## src/rtl/tpx_pkg.sv

```systemverilog
package tpx_pkg;

    parameter int unsigned WORD_W = 12;

    // Transfer register indices
    localparam int unsigned NUM_XFER = 4;
    localparam int unsigned XR_A1B = 0;
    localparam int unsigned XR_A2B = 1;
    localparam int unsigned XR_B1A = 2;
    localparam int unsigned XR_B2A = 3;

    // Port indices
    localparam int unsigned NUM_PORT = 3;
    localparam int unsigned PT_A  = 0;
    localparam int unsigned PT_B1 = 1;
    localparam int unsigned PT_B2 = 2;

    typedef struct packed {
        logic a_oe_n;
        logic b_oe_n;
        logic sel;
    } tpx_ctl_t;

    localparam tpx_ctl_t CTL_RESET = '{a_oe_n: 1'b1, b_oe_n: 1'b1, sel: 1'b0};

    // Which port feeds a given transfer register
    function automatic int unsigned xfer_src(input int unsigned idx);
        case (idx)
            XR_A1B, XR_A2B: return PT_A;
            XR_B1A:         return PT_B1;
            default:        return PT_B2;
        endcase
    endfunction

endpackage

```

## src/rtl/tpx_xfer_reg.sv

```systemverilog
module tpx_xfer_reg #(
    parameter int unsigned W = tpx_pkg::WORD_W
) (
    input  logic         clk,
    input  logic         rst,
    input  logic         ld_n,
    input  logic [W-1:0] d,
    output logic [W-1:0] q
);
    always_ff @(posedge clk) begin
        if (rst)        q <= '0;
        else if (!ld_n) q <= d;
    end

    AST_XREG_LOAD: assert property (@(posedge clk) disable iff (rst)
        !ld_n |=> (q == $past(d)));
    AST_XREG_KEEP: assert property (@(posedge clk) disable iff (rst)
        ld_n |=> $stable(q));
endmodule

```

## src/rtl/tpx_ctl_reg.sv

```systemverilog
module tpx_ctl_reg
    import tpx_pkg::*;
(
    input  logic     clk,
    input  logic     rst,
    input  logic     a_oe_n,
    input  logic     b_oe_n,
    input  logic     sel,
    output tpx_ctl_t ctl_q
);
    tpx_ctl_t ctl_d;

    always_comb begin
        ctl_d.a_oe_n = a_oe_n;
        ctl_d.b_oe_n = b_oe_n;
        ctl_d.sel    = sel;
    end

    always_ff @(posedge clk) begin
        if (rst) ctl_q <= CTL_RESET;
        else     ctl_q <= ctl_d;
    end
endmodule

```

## src/rtl/tpx_port_cell.sv

```systemverilog
module tpx_port_cell #(
    parameter int unsigned W = tpx_pkg::WORD_W
) (
    input  logic         clk,
    input  logic         rst,
    input  logic         drv,
    input  logic [W-1:0] out_w,
    input  logic [W-1:0] in_w,
    input  logic         ext_vld,
    output logic [W-1:0] wire_w
);
    logic [W-1:0] keep_q;

    // Resolved wire level: own drive, else external drive, else keeper
    always_comb begin
        if (drv)          wire_w = out_w;
        else if (ext_vld) wire_w = in_w;
        else              wire_w = keep_q;
    end

    always_ff @(posedge clk) begin
        if (rst) keep_q <= '0;
        else     keep_q <= wire_w;
    end

    AST_KEEP_IDLE: assert property (@(posedge clk) disable iff (rst)
        (!drv && !ext_vld) |=> $stable(keep_q));
endmodule

```

## src/rtl/tpx_bus_exchanger.sv

```systemverilog
module tpx_bus_exchanger
    import tpx_pkg::*;
#(
    parameter int unsigned W = WORD_W
) (
    input  logic         clk,
    input  logic         rst,
    input  logic [W-1:0] a_din,
    input  logic         a_ext_vld,
    output logic [W-1:0] a_dout,
    output logic         a_drv,
    input  logic [W-1:0] b1_din,
    input  logic         b1_ext_vld,
    output logic [W-1:0] b1_dout,
    output logic         b1_drv,
    input  logic [W-1:0] b2_din,
    input  logic         b2_ext_vld,
    output logic [W-1:0] b2_dout,
    output logic         b2_drv,
    input  logic         ld_a2b1_n,
    input  logic         ld_a2b2_n,
    input  logic         ld_b12a_n,
    input  logic         ld_b22a_n,
    input  logic         a_oe_n,
    input  logic         b_oe_n,
    input  logic         ret_sel
);
    tpx_ctl_t     ctl_q;
    logic [W-1:0] xr_q   [NUM_XFER];
    logic         xr_ldn [NUM_XFER];
    logic [W-1:0] pt_out [NUM_PORT];
    logic [W-1:0] pt_in  [NUM_PORT];
    logic         pt_vld [NUM_PORT];
    logic         pt_drv [NUM_PORT];
    logic [W-1:0] pt_wire[NUM_PORT];

    tpx_ctl_reg u_ctl (
        .clk    (clk),
        .rst    (rst),
        .a_oe_n (a_oe_n),
        .b_oe_n (b_oe_n),
        .sel    (ret_sel),
        .ctl_q  (ctl_q)
    );

    always_comb begin
        xr_ldn[XR_A1B] = ld_a2b1_n;
        xr_ldn[XR_A2B] = ld_a2b2_n;
        xr_ldn[XR_B1A] = ld_b12a_n;
        xr_ldn[XR_B2A] = ld_b22a_n;

        pt_in[PT_A]   = a_din;
        pt_in[PT_B1]  = b1_din;
        pt_in[PT_B2]  = b2_din;
        pt_vld[PT_A]  = a_ext_vld;
        pt_vld[PT_B1] = b1_ext_vld;
        pt_vld[PT_B2] = b2_ext_vld;

        pt_drv[PT_A]  = !ctl_q.a_oe_n;
        pt_drv[PT_B1] = !ctl_q.b_oe_n;
        pt_drv[PT_B2] = !ctl_q.b_oe_n;

        pt_out[PT_A]  = ctl_q.sel ? xr_q[XR_B1A] : xr_q[XR_B2A];
        pt_out[PT_B1] = xr_q[XR_A1B];
        pt_out[PT_B2] = xr_q[XR_A2B];
    end

    for (genvar gi = 0; gi < NUM_XFER; gi++) begin : g_xfer
        localparam int unsigned SRC = xfer_src(gi);
        tpx_xfer_reg #(.W(W)) u_reg (
            .clk  (clk),
            .rst  (rst),
            .ld_n (xr_ldn[gi]),
            .d    (pt_wire[SRC]),
            .q    (xr_q[gi])
        );
    end

    for (genvar gp = 0; gp < NUM_PORT; gp++) begin : g_port
        tpx_port_cell #(.W(W)) u_cell (
            .clk     (clk),
            .rst     (rst),
            .drv     (pt_drv[gp]),
            .out_w   (pt_out[gp]),
            .in_w    (pt_in[gp]),
            .ext_vld (pt_vld[gp]),
            .wire_w  (pt_wire[gp])
        );
    end

    assign a_dout  = pt_out[PT_A];
    assign b1_dout = pt_out[PT_B1];
    assign b2_dout = pt_out[PT_B2];
    assign a_drv   = pt_drv[PT_A];
    assign b1_drv  = pt_drv[PT_B1];
    assign b2_drv  = pt_drv[PT_B2];

    AST_A_DRV_LAG: assert property (@(posedge clk) disable iff (rst)
        1'b1 |=> (a_drv == !$past(a_oe_n)));
    AST_B_DRV_LAG: assert property (@(posedge clk) disable iff (rst)
        1'b1 |=> (b1_drv == !$past(b_oe_n) && b2_drv == !$past(b_oe_n)));
    AST_RET_PICK: assert property (@(posedge clk) disable iff (rst)
        ($past(ret_sel) && $stable(xr_q[XR_B1A])) |-> (a_dout == xr_q[XR_B1A]));
endmodule

```

## config.mk

```make
export PLATFORM = sky130hd
export DESIGN_NAME = tpx_bus_exchanger
export DESIGN_NICKNAME = d
export VERILOG_FILES = /design/src/rtl/tpx_pkg.sv /design/src/rtl/tpx_xfer_reg.sv /design/src/rtl/tpx_ctl_reg.sv /design/src/rtl/tpx_port_cell.sv /design/src/rtl/tpx_bus_exchanger.sv
export SDC_FILE = /design/constraint.sdc
export NUM_CORES = 1
export LEC_CHECK = 0
export BUFFER_PORTS_ARGS = -buffer_cell sky130_fd_sc_hd__buf_2
export CORE_UTILIZATION = 40
export DETAILED_ROUTE_END_ITERATION = 8
export GPL_ROUTABILITY_DRIVEN = 0
export PLACE_DENSITY_LB_ADDON = 0.05
export SLEW_MARGIN = 20
export SYNTH_ARGS = -nofsm -noshare
export SYNTH_HDL_FRONTEND = slang
export SYNTH_SLANG_ARGS = --single-unit
export TNS_END_PERCENT = 10
```

## constraint.sdc

```tcl
create_clock -name clk -period 1.4 [get_ports clk]
set_input_delay 0.21 -clock clk [delete_from_list [all_inputs] [get_ports clk]]
set_output_delay 0.21 -clock clk [all_outputs]
set_load 0.05 [all_outputs]
```

==> metrics <==
top post-synthesis cells by area dfxtp_1 47%, a211oi_1 7.3%, nand2_1 7.3%, o32ai_1 5.7%, o221ai_2 4.5%; vias around 3200; post-synthesis cell area 0.00370 mm²; DP Area 0.00424 mm²; sequential area share after synthesis 0.471; PortBufs 86; Core ar. 0.00885 mm²; R2R setup slack approximately 0.13 ns; wire length on met3 620 µm; leakage power between 1.5 and 2 nW; total grt overflow 0; RR Startpoint u_ctl.ctl_q[0]$_SDFF_PP0_; Final Net Count 531; drt first-iter violations about 230; Worst-Margin Slew 0.462 ns; ys flop type dfxtp_1; per-cell routed wire length 17.4 µm; outcome finished with violations; CP Max Fanout 9; drt total wl approximately 10 mm; CP Buf/Inv Count 2; H-tree depth 3; die area approximately 0.0096 mm²; unrepaired setup endpoints after global routing true; TritonCTS Buffers 9; clock period minus worst slack around 1.6 ns; Chip Width 98.2 µm; failing checks DRC, setup timing; crit path DAT about 1.4 ns; Worst Reg-to-Reg Cells 5; area share of the largest cell type after synthesis 0.471; Worst slew margin 0.692; cell taking the most area after synthesis dfxtp_1; Synth Instances 397; CTS tree done; Post-DP HPWL ~7.5 mm; worst-path cell chain buf_12, mux2_4, buf_6; Die Span Y 98.2 µm; drc violations 5; Crit. path cell count 3; P&R area growth vs syn 24.5%; final worst setup slack -0.174 ns; Synth top cells by count 87 x dfxtp_1, 72 x nand2_1, 36 x a211oi_1, 36 x nor2_1, 26 x nor3_1; Worst Setup SP u_ctl.ctl_q[0]$_SDFF_PP0_; clock buffer depth 2; Core Rows 34; Hold Crit Class primary input to flop; highest metal used met4; syn_area_per_cell between 9 and 10 µm²; Final setup viols 12; DR WL met2 4.26 mm; vias in the first global route around 3000; FF+latch count, synth 87; endpoint type of the worst setup path output pin; layout cells sized above 1 0.320; CP max stage cell dfxtp_2; WHS Path Cells 2; fin crit share 1.12; first-pass GRT wire length 16.6 mm; Peak Freq 635 MHz; CP max stage delay approximately 0.37 ns; critical path's top delay family flip-flops; met1 wire length 5.44 mm; Design Area, Final 0.00461 mm²; Async SR Flop Fraction 0; Peak VDD IR 0.000539 V; Root Driver clkbuf_8; Max-Cap Viols 0; crit start category flop; setup TNS -1.93 ns; Unique masters post-synth 19; clk_lat worst skew 0.35 ns; total power 5.65 mW; count leader, synth dfxtp_1; Pwr Density 1230 mW/mm²; Initial Util 0.418; via/cell ratio 5.40; drt pass-1 iters 6; fin. max-slew vios 0; Crit Path Class flop to output pin; I/O pin total 87; Post-synth EDFFs 0; Crit Reg-Reg Endpoint g_xfer[0].u_reg.q[3]$_SDFFE_PP0N_; Final Hold Fails 0; initial antenna violation count 0; yosys warns 0; largest net degree at the start of global routing 25; CTS clk-pin slew, worst paths 0.09 ns; post-route ant nets 0; CP endpoint a_dout[8]; final clock skew 0.0140 ns; Required @ worst endpoint 1.19 ns; GRT Total Usage 0.223; syn_nets 445; antenna diode count 0; clock sinks 87; post-cts hold buffer count 0
sequential cells by signal (all words and copies together), names as in the netlist:
register	flops
g_xfer.u_reg.q	48
g_port.u_cell.keep_q	36
u_ctl.ctl_q	3
timing repair:
| item | 4_1_cts | 5_1_grt |
|---|---|---|
| endpoints found under the hold margin | 0 | 0 |
| endpoints found under the setup margin | 14 | 12 |
| buffers inserted | 0 | 4 |
| gates resized for setup | 39 | 0 |
kinds of logic (layout without fill, tap and decap cells):
logic type,Yosys count,after routing,synth area share
AND/OR/NAND/NOR,165,165,0.200
flip-flops,87,87,0.471
AO/OA/AOI/OAI,84,84,0.205
buffers and inverters,37,128,0.0548
multiplexers,24,24,0.0690
stage by stage:
stage	worst slack, ns	utilization	hold slack, ns	instances
floorplan	0.0769	-	0.314	397
global placement	0.0791	0.480	0.395	576
detailed placement	0.0816	0.480	0.398	576
CTS	-0.185	0.517	0.0287	592
global route	-0.204	0.521	0.0201	596
finish	-0.174	0.521	0.0380	596
report_power, final:
| group | switching (mW) | internal (mW) | leakage (nW) |
|---|---|---|---|
| clock network | 0.932 | 0.880 | 0.0989 |
| logic | 0.687 | 0.403 | 1.07 |
| registers | 0.103 | 2.64 | 0.717 |
| total | 1.72 | 3.93 | 1.88 |
layout by cell type, fill, tap and decap left out:
cell / Yosys / routed
o32ai_1: 24 / 24
nor2b_1: 25 / 25
or2_1: 2 / 2
a211oi_1: 36 / 36
buf_6: 5 / 12
or2_2: 2 / 2
dfxtp_2: 0 / 1
buf_12: 0 / 2
inv_6: 0 / 1
o221ai_1: 13 / 13
bufinv_16: 0 / 1
buf_4: 3 / 24
clkinvlp_4: 0 / 2
dfxtp_1: 87 / 86
clkinv_4: 0 / 1
clkbuf_8: 0 / 10
clkinv_2: 0 / 1
mux2_4: 0 / 12
nor2_1: 36 / 36
inv_2: 2 / 2
o221ai_2: 11 / 11
or3_4: 2 / 2
mux2i_1: 12 / 12
buf_2: 12 / 72
nand2_1: 72 / 72
nor3_1: 26 / 26
area by class of cell:
type,instances,area [µm²]
inverters,2,7.51
well taps,108,135
flip-flops and latches,87,1740
repair buffers,110,716
fillers,887,4240
clock buffers,10,138
multi-input cells,273,1800
clock inverters,6,67.6
layer usage:
metal / global-route usage / vias up
met5: 0 / -
met4: 0.0586 / 0
met3: 0.0415 / 4
met2: 0.311 / 92
met1: 0.346 / 1506
li1: - / 1616
how the worst min path moves through the flow:
stage	start	end
floorplan	b_oe_n	u_ctl.ctl_q[1]$_SDFF_PP1_
global placement	a_oe_n	u_ctl.ctl_q[2]$_SDFF_PP1_
detailed placement	a_oe_n	u_ctl.ctl_q[2]$_SDFF_PP1_
CTS	a_oe_n	u_ctl.ctl_q[2]$_SDFF_PP1_
global route	b_oe_n	u_ctl.ctl_q[1]$_SDFF_PP1_
finish	b_oe_n	u_ctl.ctl_q[1]$_SDFF_PP1_
Note: power is estimated with default switching activity, not from simulation.
